**config.mk**
```make
export PLATFORM = sky130hd
export DESIGN_NAME = txr_engine
export DESIGN_NICKNAME = d
export VERILOG_FILES = /design/src/rtl/txr_pkg.sv /design/src/rtl/txr_head_ptr.sv /design/src/rtl/txr_byte_lane.sv /design/src/rtl/txr_engine.sv
export SDC_FILE = /design/constraint.sdc
export NUM_CORES = 1
export LEC_CHECK = 0
export BUFFER_PORTS_ARGS = -buffer_cell sky130_fd_sc_hd__buf_2
export CORE_ASPECT_RATIO = 1.25
export CORE_UTILIZATION = 50
export DETAILED_ROUTE_END_ITERATION = 6
export PLACE_DENSITY = 0.84
export SYNTH_ARGS = -nofsm -noshare
export SYNTH_HDL_FRONTEND = slang
export SYNTH_SLANG_ARGS = --single-unit
```
**constraint.sdc**
```tcl
create_clock -name clk -period 4.6 [get_ports clk]
set_input_delay 0.23 -clock clk [delete_from_list [all_inputs] [get_ports clk]]
set_output_delay 0.23 -clock clk [all_outputs]
set_load 0.02 [all_outputs]
```
**src/rtl/txr_pkg.sv**
```systemverilog
`timescale 1ns/1ps
package txr_pkg;
  localparam int WORD_BYTES = 8;
  localparam int DESC_BYTES = 16;
  // field positions inside the second descriptor word
  localparam int LEN_LSB = 0;
  localparam int LEN_W   = 16;
  localparam int CMD_LSB = 24;
  localparam int STS_LSB = 32;
  // command bits
  localparam int CMD_EOP  = 0;
  localparam int CMD_IFCS = 1;
  localparam int CMD_RS   = 3;
  localparam int CMD_EXT  = 5;
  localparam int CMD_IDE  = 7;
  // status bits
  localparam int STS_DD = 0;
  // control bits
  localparam int CTL_EN = 1;

  typedef enum logic [2:0] {
    S_IDLE, S_FETCH_A, S_FETCH_B, S_BUF_RD, S_EMIT, S_STATUS_WR, S_ADVANCE
  } txr_state_e;
endpackage

```
**src/rtl/txr_head_ptr.sv**
```systemverilog
`timescale 1ns/1ps
module txr_head_ptr #(
  parameter int IDX_W = 12
) (
  input  logic             clk,
  input  logic             rst_n,
  input  logic             load,
  input  logic [IDX_W-1:0] load_val,
  input  logic             adv,
  input  logic [IDX_W:0]   ring_cnt,
  output logic [IDX_W-1:0] head,
  output logic [IDX_W-1:0] head_after
);
  logic [IDX_W-1:0] head_q, head_d;
  logic [IDX_W:0]   inc;
  logic             head_en;

  always_comb begin
    inc        = {1'b0, head_q} + 1'b1;
    head_after = (inc >= ring_cnt) ? '0 : inc[IDX_W-1:0];
    head_en    = load | adv;
    head_d     = load ? load_val : head_after;
  end

  always_ff @(posedge clk or negedge rst_n) begin
    if (!rst_n)       head_q <= '0;
    else if (head_en) head_q <= head_d;
  end

  assign head = head_q;

  // advance moves one slot forward or wraps to zero
  assert_head_step_R7: assert property (@(posedge clk) disable iff (!rst_n)
    (adv && !load) |=> (head_q == '0 || head_q == $past(head_q) + 1'b1));
endmodule

```
**src/rtl/txr_byte_lane.sv**
```systemverilog
`timescale 1ns/1ps
module txr_byte_lane #(
  parameter int WORD_BYTES = 8
) (
  input  logic                          clk,
  input  logic                          rst_n,
  input  logic                          load,
  input  logic [8*WORD_BYTES-1:0]       word_in,
  input  logic [$clog2(WORD_BYTES)-1:0] sel,
  output logic [7:0]                    byte_out
);
  logic [8*WORD_BYTES-1:0] word_q;

  always_ff @(posedge clk or negedge rst_n) begin
    if (!rst_n)    word_q <= '0;
    else if (load) word_q <= word_in;
  end

  assign byte_out = word_q[8*sel +: 8];
endmodule

```
**src/rtl/txr_engine.sv**
```systemverilog
`timescale 1ns/1ps
module txr_engine
  import txr_pkg::*;
#(
  parameter int ADDR_W = 32,
  parameter int IDX_W  = 12
) (
  input  logic              clk,
  input  logic              rst_n,
  input  logic [ADDR_W-1:0] ring_base,
  input  logic [IDX_W+4:0]  ring_bytes,
  input  logic [IDX_W-1:0]  tail_idx,
  input  logic [7:0]        tx_ctl,
  input  logic              head_load,
  input  logic [IDX_W-1:0]  head_wdata,
  output logic [IDX_W-1:0]  head_idx,
  output logic              mem_req,
  output logic              mem_we,
  output logic [ADDR_W-1:0] mem_addr,
  output logic [63:0]       mem_wdata,
  input  logic [63:0]       mem_rdata,
  input  logic              mem_ack,
  output logic              out_valid,
  output logic [7:0]        out_data,
  output logic              out_last,
  output logic              ev_wb,
  output logic              ev_qe
);
  localparam int SEL_W = $clog2(WORD_BYTES);

  txr_state_e        state_q, state_d;
  logic [ADDR_W-1:0] buf_addr_q, buf_addr_d;
  logic [LEN_W-1:0]  remain_q, remain_d;
  logic [63:0]       w1_q;
  logic              w1_en, lane_load, adv;
  logic              ev_wb_d, ev_qe_d, ev_wb_q, ev_qe_q;
  logic [IDX_W-1:0]  head_after;
  logic [ADDR_W-1:0] desc_addr;
  logic              rs_bit, eop_bit;

  txr_head_ptr #(.IDX_W(IDX_W)) u_head (
    .clk(clk), .rst_n(rst_n), .load(head_load), .load_val(head_wdata),
    .adv(adv), .ring_cnt(ring_bytes[IDX_W+4:4]),
    .head(head_idx), .head_after(head_after));

  txr_byte_lane #(.WORD_BYTES(WORD_BYTES)) u_lane (
    .clk(clk), .rst_n(rst_n), .load(lane_load), .word_in(mem_rdata),
    .sel(buf_addr_q[SEL_W-1:0]), .byte_out(out_data));

  assign desc_addr = ring_base + ADDR_W'({head_idx, 4'b0000});
  assign rs_bit    = w1_q[CMD_LSB+CMD_RS];
  assign eop_bit   = w1_q[CMD_LSB+CMD_EOP];

  // memory port and byte output decode
  always_comb begin
    mem_req  = 1'b0;
    mem_we   = 1'b0;
    mem_addr = desc_addr;
    unique case (state_q)
      S_FETCH_A:   mem_req = 1'b1;
      S_FETCH_B:   begin mem_req = 1'b1; mem_addr = desc_addr + ADDR_W'(WORD_BYTES); end
      S_BUF_RD:    begin mem_req = 1'b1; mem_addr = {buf_addr_q[ADDR_W-1:SEL_W], {SEL_W{1'b0}}}; end
      S_STATUS_WR: begin mem_req = 1'b1; mem_we = 1'b1; mem_addr = desc_addr + ADDR_W'(WORD_BYTES); end
      default: ;
    endcase
  end

  assign mem_wdata = w1_q | (64'd1 << (STS_LSB + STS_DD));
  assign out_valid = (state_q == S_EMIT);
  assign out_last  = out_valid && (remain_q == LEN_W'(1)) && eop_bit;
  assign ev_wb     = ev_wb_q;
  assign ev_qe     = ev_qe_q;

  // next-state logic
  always_comb begin
    state_d    = state_q;
    buf_addr_d = buf_addr_q;
    remain_d   = remain_q;
    w1_en      = 1'b0;
    lane_load  = 1'b0;
    adv        = 1'b0;
    ev_wb_d    = 1'b0;
    ev_qe_d    = 1'b0;
    unique case (state_q)
      S_IDLE:
        if (tx_ctl[CTL_EN] && head_idx != tail_idx) state_d = S_FETCH_A;
      S_FETCH_A:
        if (mem_ack) begin
          buf_addr_d = mem_rdata[ADDR_W-1:0];
          state_d    = S_FETCH_B;
        end
      S_FETCH_B:
        if (mem_ack) begin
          w1_en    = 1'b1;
          remain_d = mem_rdata[LEN_LSB +: LEN_W];
          if (mem_rdata[LEN_LSB +: LEN_W] == '0)
            state_d = mem_rdata[CMD_LSB+CMD_RS] ? S_STATUS_WR : S_ADVANCE;
          else
            state_d = S_BUF_RD;
        end
      S_BUF_RD:
        if (mem_ack) begin
          lane_load = 1'b1;
          state_d   = S_EMIT;
        end
      S_EMIT: begin
        buf_addr_d = buf_addr_q + 1'b1;
        remain_d   = remain_q - 1'b1;
        if (remain_q == LEN_W'(1))           state_d = rs_bit ? S_STATUS_WR : S_ADVANCE;
        else if (&buf_addr_q[SEL_W-1:0])     state_d = S_BUF_RD;
      end
      S_STATUS_WR:
        if (mem_ack) state_d = S_ADVANCE;
      S_ADVANCE: begin
        adv     = 1'b1;
        ev_wb_d = rs_bit;
        ev_qe_d = (head_after == tail_idx);
        state_d = S_IDLE;
      end
      default: state_d = S_IDLE;
    endcase
  end

  // registers
  always_ff @(posedge clk or negedge rst_n) begin
    if (!rst_n) begin
      state_q    <= S_IDLE;
      buf_addr_q <= '0;
      remain_q   <= '0;
      ev_wb_q    <= 1'b0;
      ev_qe_q    <= 1'b0;
    end else begin
      state_q    <= state_d;
      buf_addr_q <= buf_addr_d;
      remain_q   <= remain_d;
      ev_wb_q    <= ev_wb_d;
      ev_qe_q    <= ev_qe_d;
    end
  end

  always_ff @(posedge clk or negedge rst_n) begin
    if (!rst_n)     w1_q <= '0;
    else if (w1_en) w1_q <= mem_rdata;
  end

  logic unused_bits;
  assign unused_bits = ^{ring_bytes[3:0], tx_ctl[7:2], tx_ctl[0]};

  assert_idle_quiet_R1: assert property (@(posedge clk) disable iff (!rst_n)
    (state_q == S_IDLE && head_idx == tail_idx && !head_load) |=> !mem_req);
  assert_req_hold_R2: assert property (@(posedge clk) disable iff (!rst_n)
    (mem_req && !mem_ack) |=> (mem_req && $stable(mem_addr) && $stable(mem_we)));
  assert_no_overlap_R3: assert property (@(posedge clk) disable iff (!rst_n)
    out_valid |-> !mem_req);
  assert_done_bit_R5: assert property (@(posedge clk) disable iff (!rst_n)
    mem_we |-> (mem_wdata[STS_LSB+STS_DD] && rs_bit));
  assert_wb_event_R6: assert property (@(posedge clk) disable iff (!rst_n)
    ev_wb |-> $past(mem_we && mem_ack, 2));
  assert_qe_match_R8: assert property (@(posedge clk) disable iff (!rst_n)
    ev_qe |-> (head_idx == tail_idx));
  assert_stop_R9: assert property (@(posedge clk) disable iff (!rst_n)
    (state_q == S_IDLE && !tx_ctl[CTL_EN]) |=> (state_q == S_IDLE));
endmodule

```
==> results of run 1 <==
==> final timing paths <==
path | startpoint | to | slack, ns | cells past startpoint
setup reg to reg | u_head.head[0] | u_head.head[8] | 0.60 | 18
hold reg to reg | w1_q[1] | w1_q[1] | 0.47 | 2
max in group asynchronous | rst_n | w1_q[19] | 2.95 | 3
min in group asynchronous | rst_n | w1_q[53] | 0.43 | 2
hold / removal | mem_rdata[38] | w1_q[38] | 0.002 | 3
setup / recovery | u_head.head[0] | mem_addr[20] | 0.20 | 14
==> per-layer routing <==
metal | routed length [um] | global-route usage [%] | vias up | part of all wire (%)
li1 | - | - | 5948 | -
met1 | 15820 | 38.94 | 6223 | 38
met2 | 19680 | 51.23 | 754 | 47
met5 | 0 | 0 | - | 0
met4 | 2573 | 18.25 | 0 | 6.1
met3 | 3988 | 6.005 | 174 | 9.5
==> registers in the layout (all words and copies together), names as in the netlist <==
| register | count |
|---|---|
| u_lane.word_q | 64 |
| w1_q | 63 |
| ev_wb | 1 |
| state_q | 3 |
| remain_q | 16 |
| u_head.head | 12 |
| ev_qe | 1 |
| buf_addr_q | 32 |
==> where the power goes <==
part | internal (uW) | switching (uW)
clock network | 750 | 704
logic | 1900 | 3030
registers | 2460 | 692
total | 5110 | 4420
==> placed cells by master (no fill, tap or decap), drive strengths merged, types with 14 or more instances in the layout <==
cell	count
a211oi	19
a21oi	93
a31oi	23
and2	19
and3	32
buf	297
clkbuf	22
dfrtp	192
dlygate4sd3	14
ha	31
inv	51
mux2	72
mux4	16
nand2	321
nand3	45
nand4	16
nor2	110
nor3	31
o211ai	19
o21ai	80
o22ai	25
xnor2	30
xor2	17
==> timing repair <==
action,4_1_cts,5_1_grt
gates resized for setup,0,18
buffers inserted,0,6
setup endpoints to repair,0,12
hold endpoints to repair,110,0
hold buffers,14,0
==> cell type report <==
cell class,instances,share of cell area (%)
clock buffer,21,3.065
clock inverter,11,0.6602
inverter,48,1.174
multi-input combinational,1185,49.72
sequential,192,31.31
tap,335,2.730
timing repair buffer,312,11.34
==> worst max-delay path: cells and delay by family (launching register included) <==
kind            cells  cell delay (ns)
compound gates      3             0.52
xor+xnor            1             0.20
fa+ha+maj           2             0.62
buf+inv             2             0.27
flops               1             0.35
simple gates        6             1.76
==> cell families after synthesis <==
group | synth area share, %
mux | 9.272
flops | 37.09
other cells | 0.02895
compound gates | 19.69
simple gates | 22.74
buf+inv | 4.626
fa+ha+maj | 3.149
xor+xnor | 3.409
==> per-stage QoR <==
step           setup TNS, ns  instances
2_1_floorplan              0       1522
3_3_place_gp               0       2052
3_5_place_dp               0       2052
4_1_cts                    0       2098
5_1_grt              -0.1267       2104
6_report                   0       2104
==> tab_implementation.tex, run 1 <==
\begin{tabular}{lr}
\hline
Metric & Value \\
\hline
\multicolumn{2}{l}{\textbf{Floorplan}} \\
Chip width & approximately 150 um \\
Std cell rows & 65 \\
\# IOs & roughly 270 \\
Initial standard-cell utilization of the core & between 50\% and 60\% \\
Full die area & around 0.027 sq mm \\
Core region area & about 0.025 sq mm \\
Y dimension of the die & about 180 um \\
\multicolumn{2}{l}{\textbf{Setup path}} \\
Endpoint class of the critical path & primary output \\
Most frequent cell on the critical path & a21oi\_1 \\
Critical Path RT & $\sim$4.4 ns \\
Type of origin of the critical path & flop \\
Critical Path AT & between 4 and 5 ns \\
Worst-path cell with the longest stage delay & fa\_1 \\
Worst path cell trace & ha\_1 > inv\_1 > fa\_1 > nand2b\_4 > a21oi\_1 > xnor2\_2 > nor4b\_4 > nand4\_4 > nor4\_4 > and2\_2 > and3\_4 > a21oi\_1 > a2bb2oi\_1 > buf\_2 \\
Critical setup path kind & flop to primary output \\
Delay of the slowest critical-path stage & between 0.4 and 0.5 ns \\
Highest net fanout along the worst path & 8 \\
\multicolumn{2}{l}{\textbf{Logic synthesis}} \\
Synth async-reset ratio & 100.0\% \\
Most common flop cell mapped by yosys & dfrtp\_1 \\
Synth Area per Inst & $\sim$8.5 sq um \\
Number of synthesized flops with an enable pin & 0 \\
Proportion of netlist area held by the largest area contributor & approximately 37\% \\
Number of distinct library cells after synthesis & 94 \\
Synth Register Bits & 192 \\
Cells taking the most area after synthesis & dfrtp\_1 37\%, nand2\_1 9.2\%, mux2\_2 6.3\% \\
Synthesized cell area & 0.01295 sq mm \\
Synthesized Nets & between 1500 and 2000 \\
Dominant cell by count in the synthesized netlist & nand2\_1 \\
Largest area contributor in the netlist & dfrtp\_1 \\
Fraction of the yosys area taken by sequential cells & a little under two fifths \\
Number of instances in the synthesized netlist & 1522 \\
Commonest cells in the netlist & 318 x nand2\_1, 192 x dfrtp\_1, 110 x nor2\_1, 90 x a21oi\_1, 78 x o21ai\_0 \\
Yosys synthesis warning count & 0 \\
\multicolumn{2}{l}{\textbf{Clocking}} \\
Cell at the root of the clock tree & clkbuf\_16 \\
TritonCTS Buffers & 17 \\
Clock latency of the later-clocked register in the worst-skew pair & 0.45 ns \\
Clock edge transition at the registers on the reported setup and hold paths & about 0.070 ns \\
Number of clock sinks seen by CTS & between 150 and 200 \\
TritonCTS clock tree & done \\
CTS H-tree depth & 4 \\
Maximum clock path buffer count & 2 \\
\multicolumn{2}{l}{\textbf{Detailed routing}} \\
Via-per-instance ratio & between 6 and 7 \\
Violation count after the first detailed-route iteration & between 1500 and 2000 \\
Routed Antenna Nets & 0 \\
WL per Instance & roughly 20 um \\
Via count of the routed design & 13099 \\
Total wire length & 42060 um \\
Count of TritonRoute iterations in the first routing pass & 6 \\
DRC violation count after routing & 0 \\
\multicolumn{2}{l}{\textbf{STA}} \\
Fraction of the cycle the final worst path needs & 95.66\% \\
Achievable Freq & 227.2 MHz \\
Slew Limit Fails & 0 \\
Number of failing hold endpoints at the final stage & 0 \\
Endpoints failing setup & 0 \\
Actual slew at the worst max-slew pin & about 0.85 ns \\
Minimum clock period after layout & 4.401 ns \\
Minimum hold slack & between 0.0015 and 0.002 ns \\
Final worst slack & around 0.20 ns \\
Clock Skew & about 0.013 ns \\
Slew HR & between 40\% and 50\% \\
\multicolumn{2}{l}{\textbf{Finish}} \\
Nets@finish & 1937 \\
Combined area of the multi-input logic cells & 0.007632 sq mm \\
Final design area excluding fillers & between 0.015 and 0.02 sq mm \\
Utilization after layout & between 60 and 70\% \\
Layout-stage area growth over the synthesis result & 18.50\% \\
Layout cell share with drive strength beyond 1 & 27.02\% \\
Reg area & 0.004807 sq mm \\
Layout filler cell count & 2156 \\
Diodes inserted & 0 \\
\multicolumn{2}{l}{\textbf{Global route}} \\
Vias in the first global route & roughly 12000 \\
Number of antenna violations at the first check in global routing & 0 \\
Wire length of the first global-routing pass & about 66000 um \\
Gr usage total & a little under a third \\
Total congestion overflow after global routing & 0 \\
Largest net degree at the start of global routing & 100 \\
\multicolumn{2}{l}{\textbf{Run status}} \\
Result of the run & finished clean \\
\multicolumn{2}{l}{\textbf{Place}} \\
Port buffer count & $\sim$260 \\
HPWL Detailed & between 30000 and 40000 um \\
Pre-CTS setup slack & 0.5391 ns \\
Final RePlAce weighted congestion & approximately 0.93 \\
Cell Area, Placed & between 0.01 and 0.015 sq mm \\
\multicolumn{2}{l}{\textbf{Pwr}} \\
Power after layout & 9536 uW \\
Max IR drop VDD & between 300 and 400 uV \\
Power Density & around 620 mW/mm\^{}2 \\
Leakage dissipation & roughly 0.0071 uW \\
\multicolumn{2}{l}{\textbf{Flow run}} \\
Maximum capacitance violations & 0 \\
\multicolumn{2}{l}{\textbf{Worst hold path}} \\
Type of the most critical hold path & primary input to flop \\
\hline
\end{tabular}
Power figures use the tool's default switching activity.
==> run 2, diff against run 1 <==
- CORE_ASPECT_RATIO: 1.25 -> 0.75
- GPL_TIMING_DRIVEN: not set -> 0
==> tab_implementation.tex, run 2 (same netlist as run 1, synthesis figures left out) <==
\begin{tabular}{lr}
\hline
Metric & Value \\
\hline
\multicolumn{2}{l}{\textbf{Floorplan}} \\
Initial standard-cell utilization of the core & 51.38\% (was 51.06\%) \\
Y dimension of the die & 141.4 um (was 182.0 um) \\
\# IOs & 271 (unchanged) \\
Core region area & 0.02521 sq mm (was 0.02537 sq mm) \\
Std cell rows & 50 (was 65) \\
Full die area & 0.02656 sq mm (about the same) \\
Chip width & 187.9 um (was 146.0 um) \\
\multicolumn{2}{l}{\textbf{Place}} \\
Number of placed cells counting well taps & 2117 (was 2052) \\
Port buffer count & 256 (was 258) \\
Final RePlAce weighted congestion & 0.9773 (was 0.9329) \\
HPWL Detailed & 34210 um (was 30470 um) \\
\multicolumn{2}{l}{\textbf{Detailed routing}} \\
Routed Antenna Nets & 0 (unchanged) \\
Via count of the routed design & 13838 (was 13099) \\
Count of TritonRoute iterations in the first routing pass & 7 (was 6) \\
Violation count after the first detailed-route iteration & 1841 (was 1699) \\
Total wire length & 46270 um (was 42060 um) \\
Via-per-instance ratio & 6.356 (was 6.226) \\
WL per Instance & 21.25 um (was 19.99 um) \\
DRC violation count after routing & 0 (unchanged) \\
\multicolumn{2}{l}{\textbf{STA}} \\
Slew Limit Fails & 0 (unchanged) \\
Actual slew at the worst max-slew pin & 0.9109 ns (was 0.8508 ns) \\
Number of failing hold endpoints at the final stage & 0 (unchanged) \\
Slew HR & 38.81\% (was 43.28\%) \\
Achievable Freq & 221.5 MHz (was 227.2 MHz) \\
Setup TNS after final layout & 0 ns (unchanged) \\
Minimum clock period after layout & 4.515 ns (was 4.401 ns) \\
Unrepaired setup endpoints after global routing & true \\
Clock Skew & 0.01610 ns (was 0.01257 ns) \\
Fraction of the cycle the final worst path needs & 98.16\% (was 95.66\%) \\
Endpoints failing setup & 0 (unchanged) \\
\multicolumn{2}{l}{\textbf{Finish}} \\
Largest registers ranked by flip-flop count & u\_lane.word\_q: 64 flops, w1\_q: 63 flops, buf\_addr\_q: 32 flops (unchanged) \\
Reg area & 0.004810 sq mm (was 0.004807 sq mm) \\
Utilization after layout & 62.10\% (was 60.50\%) \\
Flip-flop count of the largest register, all copies and words added & 64 (unchanged) \\
Nets@finish & 2002 (was 1937) \\
Layout-stage area growth over the synthesis result & 20.86\% (was 18.50\%) \\
Combined area of the multi-input logic cells & 0.007672 sq mm (was 0.007632 sq mm) \\
Most frequent cells in the layout & 318 x nand2\_1, 263 x buf\_2, 188 x dfrtp\_1 (was 317 x nand2\_1, 257 x buf\_2, 190 x dfrtp\_1) \\
Layout cell share with drive strength beyond 1 & 25.41\% (was 27.02\%) \\
Layout Cells excl Fill & 2177 (was 2104) \\
Biggest register & u\_lane.word\_q (unchanged) \\
Most common library cell in the layout ignoring fill and taps & nand2\_1 (unchanged) \\
Layout filler cell count & 2102 (was 2156) \\
\multicolumn{2}{l}{\textbf{Global route}} \\
Largest net degree at the start of global routing & 128 (was 100) \\
Total congestion overflow after global routing & 0 (unchanged) \\
Wire length of the first global-routing pass & 70910 um (was 65540 um) \\
Number of antenna violations at the first check in global routing & 4 (was 0) \\
Vias in the first global route & 12821 (was 12267) \\
Gr usage total & 34.21\% (was 31.42\%) \\
\multicolumn{2}{l}{\textbf{Clocking}} \\
TritonCTS clock tree & done (unchanged) \\
Clock latency of the later-clocked register in the worst-skew pair & 0.44 ns (was 0.45 ns) \\
Number of clock sinks seen by CTS & 192 (unchanged) \\
TritonCTS Buffers & 17 (unchanged) \\
Cell at the root of the clock tree & clkbuf\_16 (unchanged) \\
Clock edge transition at the registers on the reported setup and hold paths & 0.09 ns (was 0.07 ns) \\
Maximum clock path buffer count & 2 (unchanged) \\
CTS H-tree depth & 4 (unchanged) \\
\multicolumn{2}{l}{\textbf{Setup path}} \\
Worst-path cell with the longest stage delay & dfrtp\_1 (was fa\_1) \\
Delay of the slowest critical-path stage & 0.57 ns (was 0.45 ns) \\
Critical setup path kind & flop to primary output (unchanged) \\
Highest net fanout along the worst path & 10 (was 8) \\
Type of origin of the critical path & flop (unchanged) \\
Critical Path RT & 4.37 ns (about the same) \\
Endpoint class of the critical path & primary output (unchanged) \\
Family with the most delay on the worst path & compound AO/OA/AOI/OAI gates (was simple AND/OR/NAND/NOR gates) \\
Worst path cell trace & ha\_1 > buf\_2 > nand4\_1 > nor2\_1 > a2111oi\_0 > o21ai\_0 > xnor2\_2 > nor4\_4 > buf\_4 > and2\_1 > buf\_4 > nand3\_1 > o21ai\_0 > a222oi\_1 > buf\_2 (was ha\_1 > inv\_1 > fa\_1 > nand2b\_4 > a21oi\_1 > xnor2\_2 > nor4b\_4 > nand4\_4 > nor4\_4 > and2\_2 > and3\_4 > a21oi\_1 > a2bb2oi\_1 > buf\_2) \\
Buffers \& Inverters on Critical Path & 4 (was 2) \\
Critical Path AT & 4.29 ns (was 4.17 ns) \\
\multicolumn{2}{l}{\textbf{Pwr}} \\
Max IR drop VDD & 407.4 uV (was 393.4 uV) \\
Leakage dissipation & 0.007197 uW (was 0.007107 uW) \\
Power Density & 635.6 mW/mm\^{}2 (was 621.2 mW/mm\^{}2) \\
\multicolumn{2}{l}{\textbf{Flow run}} \\
Maximum capacitance violations & 0 (unchanged) \\
\multicolumn{2}{l}{\textbf{Worst hold path}} \\
Type of the most critical hold path & primary input to flop (unchanged) \\
\multicolumn{2}{l}{\textbf{Run status}} \\
Result of the run & finished clean (unchanged) \\
\hline
\end{tabular}
## run 2: changes by cell type in the layout (fill, tap and decap cells not counted), moves of 3 or more
cell	previous run	this run
and3_1	27	30
buf_1	0	13
buf_2	257	263
diode_2	0	5
buf_4	40	19
clkbuf_8	4	0
ha_1	28	31
clkbuf_1	1	64
and3_2	4	1
clkinv_8	1	4
ha_2	3	0
## run 2: layer usage
metal	part of all wire, %	GRT usage (%)	routed length (um)	vias up
li1	-	-	-	6106
met1	41	48.21	18880	6582
met2	43	50.08	19730	993
met3	13	9.473	5978	157
met4	3.6	12.88	1681	0
met5	0	0	0	-
## run 2: metrics by stage
step / hold slack [ns] / setup WS, ns / area, sq um / power, uW
3_5_place_dp: 0.2164 / 0.1754 / 14700 / 8127
3_3_place_gp: 0.4346 / 0.1591 / 14660 / 7932
5_1_grt: 0.005351 / -0.04600 / 15650 / 10440
6_report: 0.007370 / 0.08461 / 15660 / 9952
2_1_floorplan: -0.06559 / 0.8298 / 12950 / 6337
4_1_cts: 0.0001765 / 0.05562 / 15470 / 9723
## run 2: final timing paths
kind                                       from                 to  slack [ns]  cells after the start
worst max-delay path            u_head.head[10]       mem_addr[18]        0.08                     15
worst min-delay path              mem_rdata[52]           w1_q[52]       0.007                      3
worst max register to register   u_head.head[2]              ev_qe        0.40                     16
worst min register to register         w1_q[45]           w1_q[45]        0.47                      2
max in group asynchronous                 rst_n  u_lane.word_q[16]        3.26                      3
min in group asynchronous                 rst_n     u_head.head[9]        0.29                      2
## run 2: layout make-up
cell class,count,share of cell area [%]
Sequential cell,192,30.72
Tap cell,338,2.701
Multi-Input combinational cell,1185,49.00
Clock buffer,17,2.717
Buffer,97,2.685
Inverter,48,1.151
Antenna cell,5,0.07991
Timing Repair Buffer,280,9.749
Clock inverter,15,1.199
## run 2: worst min-delay path, cell delays in order
cell	delay, ns
buf_2	0.09
nand2_1	0.05
nand2_1	0.05
## run 2: power by group
| group | internal [uW] | switching, uW |
|---|---|---|
| Combinational | 1930 | 3350 |
| Sequential | 2460 | 669 |
| Clock | 786 | 767 |
## run 2: what timing repair did
| item | 4_1_cts | 5_1_grt |
|---|---|---|
| hold endpoints to repair | 78 | 0 |
| pin swaps | 0 | 6 |
| buffers inserted | 1 | 8 |
| hold buffers | 14 | 0 |
| setup endpoints to repair | 10 | 17 |
| resized for setup | 2 | 22 |
